**config.mk**
```make
export PLATFORM = sky130hd
export DESIGN_NAME = asid_tlb
export DESIGN_NICKNAME = d
export VERILOG_FILES = /design/src/rtl/tlb_pkg.sv /design/src/rtl/tlb_match.sv /design/src/rtl/tlb_victim.sv /design/src/rtl/tlb_store.sv /design/src/rtl/asid_tlb.sv
export SDC_FILE = /design/constraint.sdc
export NUM_CORES = 1
export LEC_CHECK = 0
export BUFFER_PORTS_ARGS = -buffer_cell sky130_fd_sc_hd__buf_4
export CAP_MARGIN = 20
export CORE_UTILIZATION = 60
export CTS_CLUSTER_DIAMETER = 150
export CTS_CLUSTER_SIZE = 40
export DETAILED_ROUTE_END_ITERATION = 8
export GPL_TIMING_DRIVEN = 0
export PLACE_DENSITY = 0.87
export SLEW_MARGIN = 5
export SYNTH_ARGS = -nofsm -noshare
export SYNTH_HDL_FRONTEND = slang
export SYNTH_SLANG_ARGS = --single-unit
export TNS_END_PERCENT = 50
```
**constraint.sdc**
```tcl
create_clock -name clk_i -period 3.2 [get_ports clk_i]
set_clock_uncertainty 0.2 [all_clocks]
set_input_delay 0.64 -clock clk_i [delete_from_list [all_inputs] [get_ports clk_i]]
set_output_delay 0.64 -clock clk_i [all_outputs]
set_load 0.05 [all_outputs]
```
**src/rtl/tlb_pkg.sv**
```systemverilog
package tlb_pkg;
  typedef enum logic [1:0] {
    FL_NONE = 2'd0,
    FL_ALL  = 2'd1,
    FL_ASID = 2'd2
  } flush_e;
endpackage

```
**src/rtl/tlb_match.sv**
```systemverilog
module tlb_match #(
  parameter int N  = 8,
  parameter int AW = 4,
  parameter int PW = 4
) (
  input  logic [N-1:0]         valid_i,
  input  logic [N-1:0][AW-1:0] ent_asid_i,
  input  logic [N-1:0][PW-1:0] ent_page_i,
  input  logic [AW-1:0]        asid_i,
  input  logic [PW-1:0]        page_i,
  output logic [N-1:0]         match_o
);
  for (genvar g = 0; g < N; g++) begin : g_cmp
    assign match_o[g] = valid_i[g] && (ent_asid_i[g] == asid_i) && (ent_page_i[g] == page_i);
  end
endmodule

```
**src/rtl/tlb_victim.sv**
```systemverilog
module tlb_victim #(
  parameter int N = 8,
  localparam int IW = (N > 1) ? $clog2(N) : 1
) (
  input  logic          clk_i,
  input  logic          rst_ni,
  input  logic [N-1:0]  valid_i,
  input  logic          replace_i,
  output logic [IW-1:0] idx_o,
  output logic          full_o
);
  logic [IW-1:0] rr_q;
  logic [IW-1:0] free_idx;
  logic          free_found;

  always_comb begin
    free_idx   = '0;
    free_found = 1'b0;
    for (int i = N - 1; i >= 0; i--) begin
      if (!valid_i[i]) begin
        free_idx   = IW'(i);
        free_found = 1'b1;
      end
    end
  end

  assign full_o = !free_found;
  assign idx_o  = free_found ? free_idx : rr_q;

  always_ff @(posedge clk_i or negedge rst_ni) begin
    if (!rst_ni) begin
      rr_q <= '0;
    end else if (replace_i) begin
      rr_q <= (rr_q == IW'(N - 1)) ? '0 : rr_q + 1'b1;
    end
  end

  AST_RR_BOUND: assert property (@(posedge clk_i) disable iff (!rst_ni)
    int'(rr_q) < N);
  AST_REPLACE_FULL: assert property (@(posedge clk_i) disable iff (!rst_ni)
    replace_i |-> full_o);
endmodule

```
**src/rtl/tlb_store.sv**
```systemverilog
module tlb_store
  import tlb_pkg::*;
#(
  parameter int N  = 8,
  parameter int AW = 4,
  parameter int PW = 4,
  parameter int FW = 4,
  localparam int IW = (N > 1) ? $clog2(N) : 1
) (
  input  logic                 clk_i,
  input  logic                 rst_ni,
  input  flush_e               flush_op_i,
  input  logic [AW-1:0]        flush_asid_i,
  input  logic                 wr_en_i,
  input  logic [IW-1:0]        wr_idx_i,
  input  logic [AW-1:0]        wr_asid_i,
  input  logic [PW-1:0]        wr_page_i,
  input  logic [FW-1:0]        wr_frame_i,
  output logic [N-1:0]         valid_o,
  output logic [N-1:0][AW-1:0] asid_o,
  output logic [N-1:0][PW-1:0] page_o,
  output logic [N-1:0][FW-1:0] frame_o
);
  logic [N-1:0]         valid_q;
  logic [N-1:0][AW-1:0] asid_q;
  logic [N-1:0][PW-1:0] page_q;
  logic [N-1:0][FW-1:0] frame_q;

  always_ff @(posedge clk_i or negedge rst_ni) begin
    if (!rst_ni) begin
      valid_q <= '0;
      asid_q  <= '0;
      page_q  <= '0;
      frame_q <= '0;
    end else begin
      unique case (flush_op_i)
        FL_ALL:  valid_q <= '0;
        FL_ASID: begin
          for (int i = 0; i < N; i++) begin
            if (asid_q[i] == flush_asid_i) valid_q[i] <= 1'b0;
          end
        end
        default: begin
          if (wr_en_i) begin
            valid_q[wr_idx_i] <= 1'b1;
            asid_q[wr_idx_i]  <= wr_asid_i;
            page_q[wr_idx_i]  <= wr_page_i;
            frame_q[wr_idx_i] <= wr_frame_i;
          end
        end
      endcase
    end
  end

  assign valid_o = valid_q;
  assign asid_o  = asid_q;
  assign page_o  = page_q;
  assign frame_o = frame_q;

  AST_FLUSH_ALL_CLEARS: assert property (@(posedge clk_i) disable iff (!rst_ni)
    flush_op_i == FL_ALL |=> valid_q == '0);
  AST_FILL_LANDS: assert property (@(posedge clk_i) disable iff (!rst_ni)
    (wr_en_i && flush_op_i == FL_NONE) |=> valid_q[$past(wr_idx_i)]);

  for (genvar g = 0; g < N; g++) begin : g_chk
    AST_FLUSH_ASID_HIT: assert property (@(posedge clk_i) disable iff (!rst_ni)
      (flush_op_i == FL_ASID && asid_q[g] == flush_asid_i) |=> !valid_q[g]);
    AST_FLUSH_ASID_KEEP: assert property (@(posedge clk_i) disable iff (!rst_ni)
      (flush_op_i == FL_ASID && valid_q[g] && asid_q[g] != flush_asid_i) |=> valid_q[g]);
  end
endmodule

```
**src/rtl/asid_tlb.sv**
```systemverilog
module asid_tlb
  import tlb_pkg::*;
#(
  parameter int ENTRIES = 8,
  parameter int ASID_W  = 4,
  parameter int PAGE_W  = 4,
  parameter int FRAME_W = 4
) (
  input  logic               clk_i,
  input  logic               rst_ni,
  input  logic               lookup_valid_i,
  input  logic [ASID_W-1:0]  lookup_asid_i,
  input  logic [PAGE_W-1:0]  lookup_page_i,
  input  logic               fill_valid_i,
  input  logic [ASID_W-1:0]  fill_asid_i,
  input  logic [PAGE_W-1:0]  fill_page_i,
  input  logic [FRAME_W-1:0] fill_frame_i,
  input  logic               flush_all_i,
  input  logic               flush_asid_i,
  input  logic [ASID_W-1:0]  flush_asid_id_i,
  output logic               hit_o,
  output logic               miss_o,
  output logic [FRAME_W-1:0] frame_o
);
  localparam int IW = (ENTRIES > 1) ? $clog2(ENTRIES) : 1;

  logic [ENTRIES-1:0]              ent_valid;
  logic [ENTRIES-1:0][ASID_W-1:0]  ent_asid;
  logic [ENTRIES-1:0][PAGE_W-1:0]  ent_page;
  logic [ENTRIES-1:0][FRAME_W-1:0] ent_frame;
  logic [ENTRIES-1:0]              lk_match;
  logic [ENTRIES-1:0]              fl_match;
  logic [FRAME_W-1:0]              lk_frame;
  logic [IW-1:0]                   dup_idx;
  logic [IW-1:0]                   vic_idx;
  logic [IW-1:0]                   wr_idx;
  logic                            full;
  logic                            fill_acc;
  logic                            replace;
  flush_e                          flush_op;
  logic                            hit_q;
  logic                            miss_q;
  logic [FRAME_W-1:0]              frame_q;

  assign flush_op = flush_all_i  ? FL_ALL  :
                    flush_asid_i ? FL_ASID : FL_NONE;
  assign fill_acc = fill_valid_i && (flush_op == FL_NONE);

  tlb_match #(.N(ENTRIES), .AW(ASID_W), .PW(PAGE_W)) u_lk_match (
    .valid_i    (ent_valid),
    .ent_asid_i (ent_asid),
    .ent_page_i (ent_page),
    .asid_i     (lookup_asid_i),
    .page_i     (lookup_page_i),
    .match_o    (lk_match)
  );

  tlb_match #(.N(ENTRIES), .AW(ASID_W), .PW(PAGE_W)) u_fl_match (
    .valid_i    (ent_valid),
    .ent_asid_i (ent_asid),
    .ent_page_i (ent_page),
    .asid_i     (fill_asid_i),
    .page_i     (fill_page_i),
    .match_o    (fl_match)
  );

  // match vectors are one-hot or empty, so OR-reduction selects
  always_comb begin
    lk_frame = '0;
    dup_idx  = '0;
    for (int i = 0; i < ENTRIES; i++) begin
      if (lk_match[i]) lk_frame = lk_frame | ent_frame[i];
      if (fl_match[i]) dup_idx  = dup_idx | IW'(i);
    end
  end

  assign replace = fill_acc && !(|fl_match) && full;
  assign wr_idx  = (|fl_match) ? dup_idx : vic_idx;

  tlb_victim #(.N(ENTRIES)) u_victim (
    .clk_i     (clk_i),
    .rst_ni    (rst_ni),
    .valid_i   (ent_valid),
    .replace_i (replace),
    .idx_o     (vic_idx),
    .full_o    (full)
  );

  tlb_store #(.N(ENTRIES), .AW(ASID_W), .PW(PAGE_W), .FW(FRAME_W)) u_store (
    .clk_i        (clk_i),
    .rst_ni       (rst_ni),
    .flush_op_i   (flush_op),
    .flush_asid_i (flush_asid_id_i),
    .wr_en_i      (fill_acc),
    .wr_idx_i     (wr_idx),
    .wr_asid_i    (fill_asid_i),
    .wr_page_i    (fill_page_i),
    .wr_frame_i   (fill_frame_i),
    .valid_o      (ent_valid),
    .asid_o       (ent_asid),
    .page_o       (ent_page),
    .frame_o      (ent_frame)
  );

  always_ff @(posedge clk_i or negedge rst_ni) begin
    if (!rst_ni) begin
      hit_q   <= 1'b0;
      miss_q  <= 1'b0;
      frame_q <= '0;
    end else begin
      hit_q   <= lookup_valid_i && (|lk_match);
      miss_q  <= lookup_valid_i && !(|lk_match);
      frame_q <= lookup_valid_i ? lk_frame : '0;
    end
  end

  assign hit_o   = hit_q;
  assign miss_o  = miss_q;
  assign frame_o = frame_q;

  AST_HIT_MISS_EXCL: assert property (@(posedge clk_i) disable iff (!rst_ni)
    !(hit_o && miss_o));
  AST_LOOKUP_ANSWERED: assert property (@(posedge clk_i) disable iff (!rst_ni)
    lookup_valid_i |=> (hit_o || miss_o));
  AST_IDLE_QUIET: assert property (@(posedge clk_i) disable iff (!rst_ni)
    !lookup_valid_i |=> (!hit_o && !miss_o));
  AST_NO_DUP_ENTRY: assert property (@(posedge clk_i) disable iff (!rst_ni)
    $onehot0(lk_match));
  AST_MISS_ZERO_FRAME: assert property (@(posedge clk_i) disable iff (!rst_ni)
    miss_o |-> frame_o == '0);
endmodule

```
==> metrics.md <==
| Metric | Value |
|---|---|
| Cell area power density | roughly 590 nW/um^2 |
| Cell variety after synth | 48 |
| Hold/Removal Path Class | primary input to flip-flop |
| Worst-path clk slew | roughly 0.06 ns |
| Fmax | roughly 0.31 GHz |
| Failing checks | negative setup slack |
| CP Capture Type | flip-flop |
| Die W | between 100 and 150 microns |
| CTS tree | built |
| CTS Buf Count | 17 |
| Wirelength per Cell | approximately 23 microns |
| H-tree Lvls | 4 |
| # IOs | 36 |
| PortBufs | 15 |
| DP HPWL | ~12 mm |
| Most common cell after layout, fill and taps aside | xnor2_1 |
| Reg2Reg Depth | 9 |
| Max_slew headroom | a little over two fifths |
| Setup violators final | 9 |
| Synth warn | 0 |
| Post-synthesis sequential area ratio | a little over two fifths |
| Simple-Gate Fraction of Synth Area | around 9% |
| Final Max Slew Viols | 0 |
| Via/cell ratio | 6.43 |
| Share of post-route cells with drive strength above 1 | about 32% |
| Largest buffer count on any clock path | 2 |
| Initial Utilization | about 63% |
| Drt drc | 0 |
| Critical Path RT | 3.41 ns |
| Row cnt | 37 |
| Peak VDD IR | about 0.57 mV |
| Initial antenna violation count | 0 |
| Post-Synth XOR/XNOR Area | a little over a fifth |
| Worst slew pin tran | roughly 0.84 ns |
| Outcome | finished with violations |
| Largest net degree at the start of global routing | 114 |
| Hold depth | 2 |
| Period utilization | 102% |
| Adder-cell share of the synthesized area | less than 1% |
| Antenna Violating Nets Remaining | 0 |
| Total Wirelength | about 18 mm |
| Total track usage | about a third |
| Critical path arrival | approximately 3.5 ns |
| Cell area after synthesis | 6620 sq um |
| Antenna Cells | 0 |
| Avg Cell Area, Syn | 11.5 sq um |
| Multi-input gate area | 3650 sq um |
| Via count | 5002 |
| GP Congestion | around 0.89 |
| Worst skew pair latency | 0.53 ns |
| Reg area | 2830 sq um |
| Leakage | approximately 3.4 nW |
| Flip-flop and latch count after synthesis | ~110 |
| DRT Pass-1 Iters | 7 |
| Ys flop type | dfrtp_1 |
| Final hold vios | 0 |
| Final TNS setup | -0.127 ns |
| P&R area growth vs syn | 18.2% |
| CTS sink count | 113 |
| Main combinational cell family by area after synthesis | XOR/XNOR gates |
| DP Worst Slack | -0.709 ns |
| Minimum clock period | roughly 3.3 ns |
| Die Y-Extent | around 110 microns |
| Root buffer cell | clkbuf_8 |
| Mux contribution to synthesized area | between 15 and 20% |
| # nets final | 663 |
| Syn Inst Count | 578 |
| Final setup margin | -0.0556 ns |
| CORE AREA | roughly 11000 sq um |
| Total gr overflow | 0 |
| Vias in the first global route | 5036 |
| Setup Crit Path Kind | flip-flop to flip-flop |
| CP Max Fanout | 10 |
| Synth Area in Compound Gates | under 10% |
| Global-route wire length before repair | about 27 mm |
| Total of max-cap violations | 0 |
| Number of flops mapped to enable cells by yosys | 0 |
| Die area | about 11000 sq um |
| Syn nets | between 600 and 700 |
| Most frequent cells in the layout | xnor2_1, dfrtp_1, mux2_2 |
| Layout fillers | roughly 630 |
| 1st-iter DRT viols | 512 |
| Asr flop ratio synth | 100% |
| Startpoint types | flip-flop |
-- final cells by class --
cell class,count,share of cell area (%)
Sequential cell,113,36.2
Tap cell,136,2.17
Clock buffer,25,6.44
Inverter,6,0.288
Timing Repair Buffer,34,3.61
Buffer,36,3.61
Multi-Input combinational cell,423,46.7
Clock inverter,5,0.959
-- metal layers --
layer,GRT usage [%],part of all wire [%],vias up
li1,-,-,2152
met1,40.5,39,2495
met2,52.4,48,289
met3,11.5,9.7,66
met4,12.1,3.7,0
met5,0,0,-
-- report_power, final --
group | internal [W] | total, W | switching, W
clock network | 0.00122 | 0.00185 | 0.000631
registers | 0.00162 | 0.00185 | 0.000225
logic | 0.000468 | 0.000892 | 0.000424
-- worst max-delay path, stage by stage, from the launching register on --
cell and delay, ns:
dfrtp_1 0.47, xnor2_1 0.18, nand3_1 0.16, nor4_2 0.08
or2_2 0.40, o41ai_4 0.55, and2b_2 0.28, nand3_1 0.24
buf_6 0.26, mux2_1 0.32
-- metrics by stage --
step	utilization, %	area [sq um]	hold slack [ns]	total power, W	instances
finish	74.5	7830	0.162	0.00459	778
global route	74.5	7830	0.152	0.00475	778
CTS	72.4	7600	0.101	0.00454	762
detailed placement	66.5	6990	0.281	0.00266	731
global placement	66.2	6960	0.268	0.00261	729
floorplan	-	6680	0.144	0.00244	578
-- path summary, 6_finish.rpt --
path,from,to,slack [ns]
worst min-delay path,lookup_valid_i,miss_o,0.16
min in group asynchronous,rst_ni,u_store.page_o[24],0.32
worst max-delay path,u_store.asid_o[10],u_store.frame_o[27],-0.06
worst min register to register,u_store.frame_o[0],u_store.frame_o[0],0.29
worst max register to register,u_store.asid_o[10],u_store.frame_o[27],-0.06
max in group asynchronous,rst_ni,u_store.asid_o[23],1.71
-- sequential cells by signal, indices dropped and copies added, names as in the netlist --
name	flops
miss_o	1
u_store.page_o	32
u_store.valid_o	8
u_victim.rr_q	3
u_store.asid_o	32
hit_o	1
u_store.frame_o	32
frame_o	4
-- repair_timing --
action | in CTS | in global routing
setup endpoints to repair | 68 | 77
gates resized for setup | 9 | 23
pin swaps | 2 | 7
buffers inserted | 1 | 14
hold buffers | 0 | 1
endpoints found under the hold margin | 0 | 19
-- synthesized netlist by cell type, drive strengths merged (6+ instances only) --
library cell | instances | area share [%]
a21oi | 10 | 0.76
a22oi | 12 | 1.4
a31oi | 7 | 0.66
and3 | 6 | 0.57
buf | 26 | 2.7
clkbuf | 10 | 0.57
dfrtp | 113 | 43
mux2 | 97 | 17
nand2 | 18 | 1.1
nand3 | 22 | 1.7
nand4 | 17 | 1.6
nor3 | 13 | 1.1
nor4 | 18 | 1.7
xnor2 | 119 | 16
xor2 | 41 | 5.4
-- logic make-up after synthesis --
family,Yosys count
XOR/XNOR,160
flip-flops,113
AND/OR/NAND/NOR,111
multiplexers,98
AO/OA/AOI/OAI,52
buffers and inverters,42
adder cells (fa/ha/maj),2
Note: power is estimated with default switching activity, not from simulation.
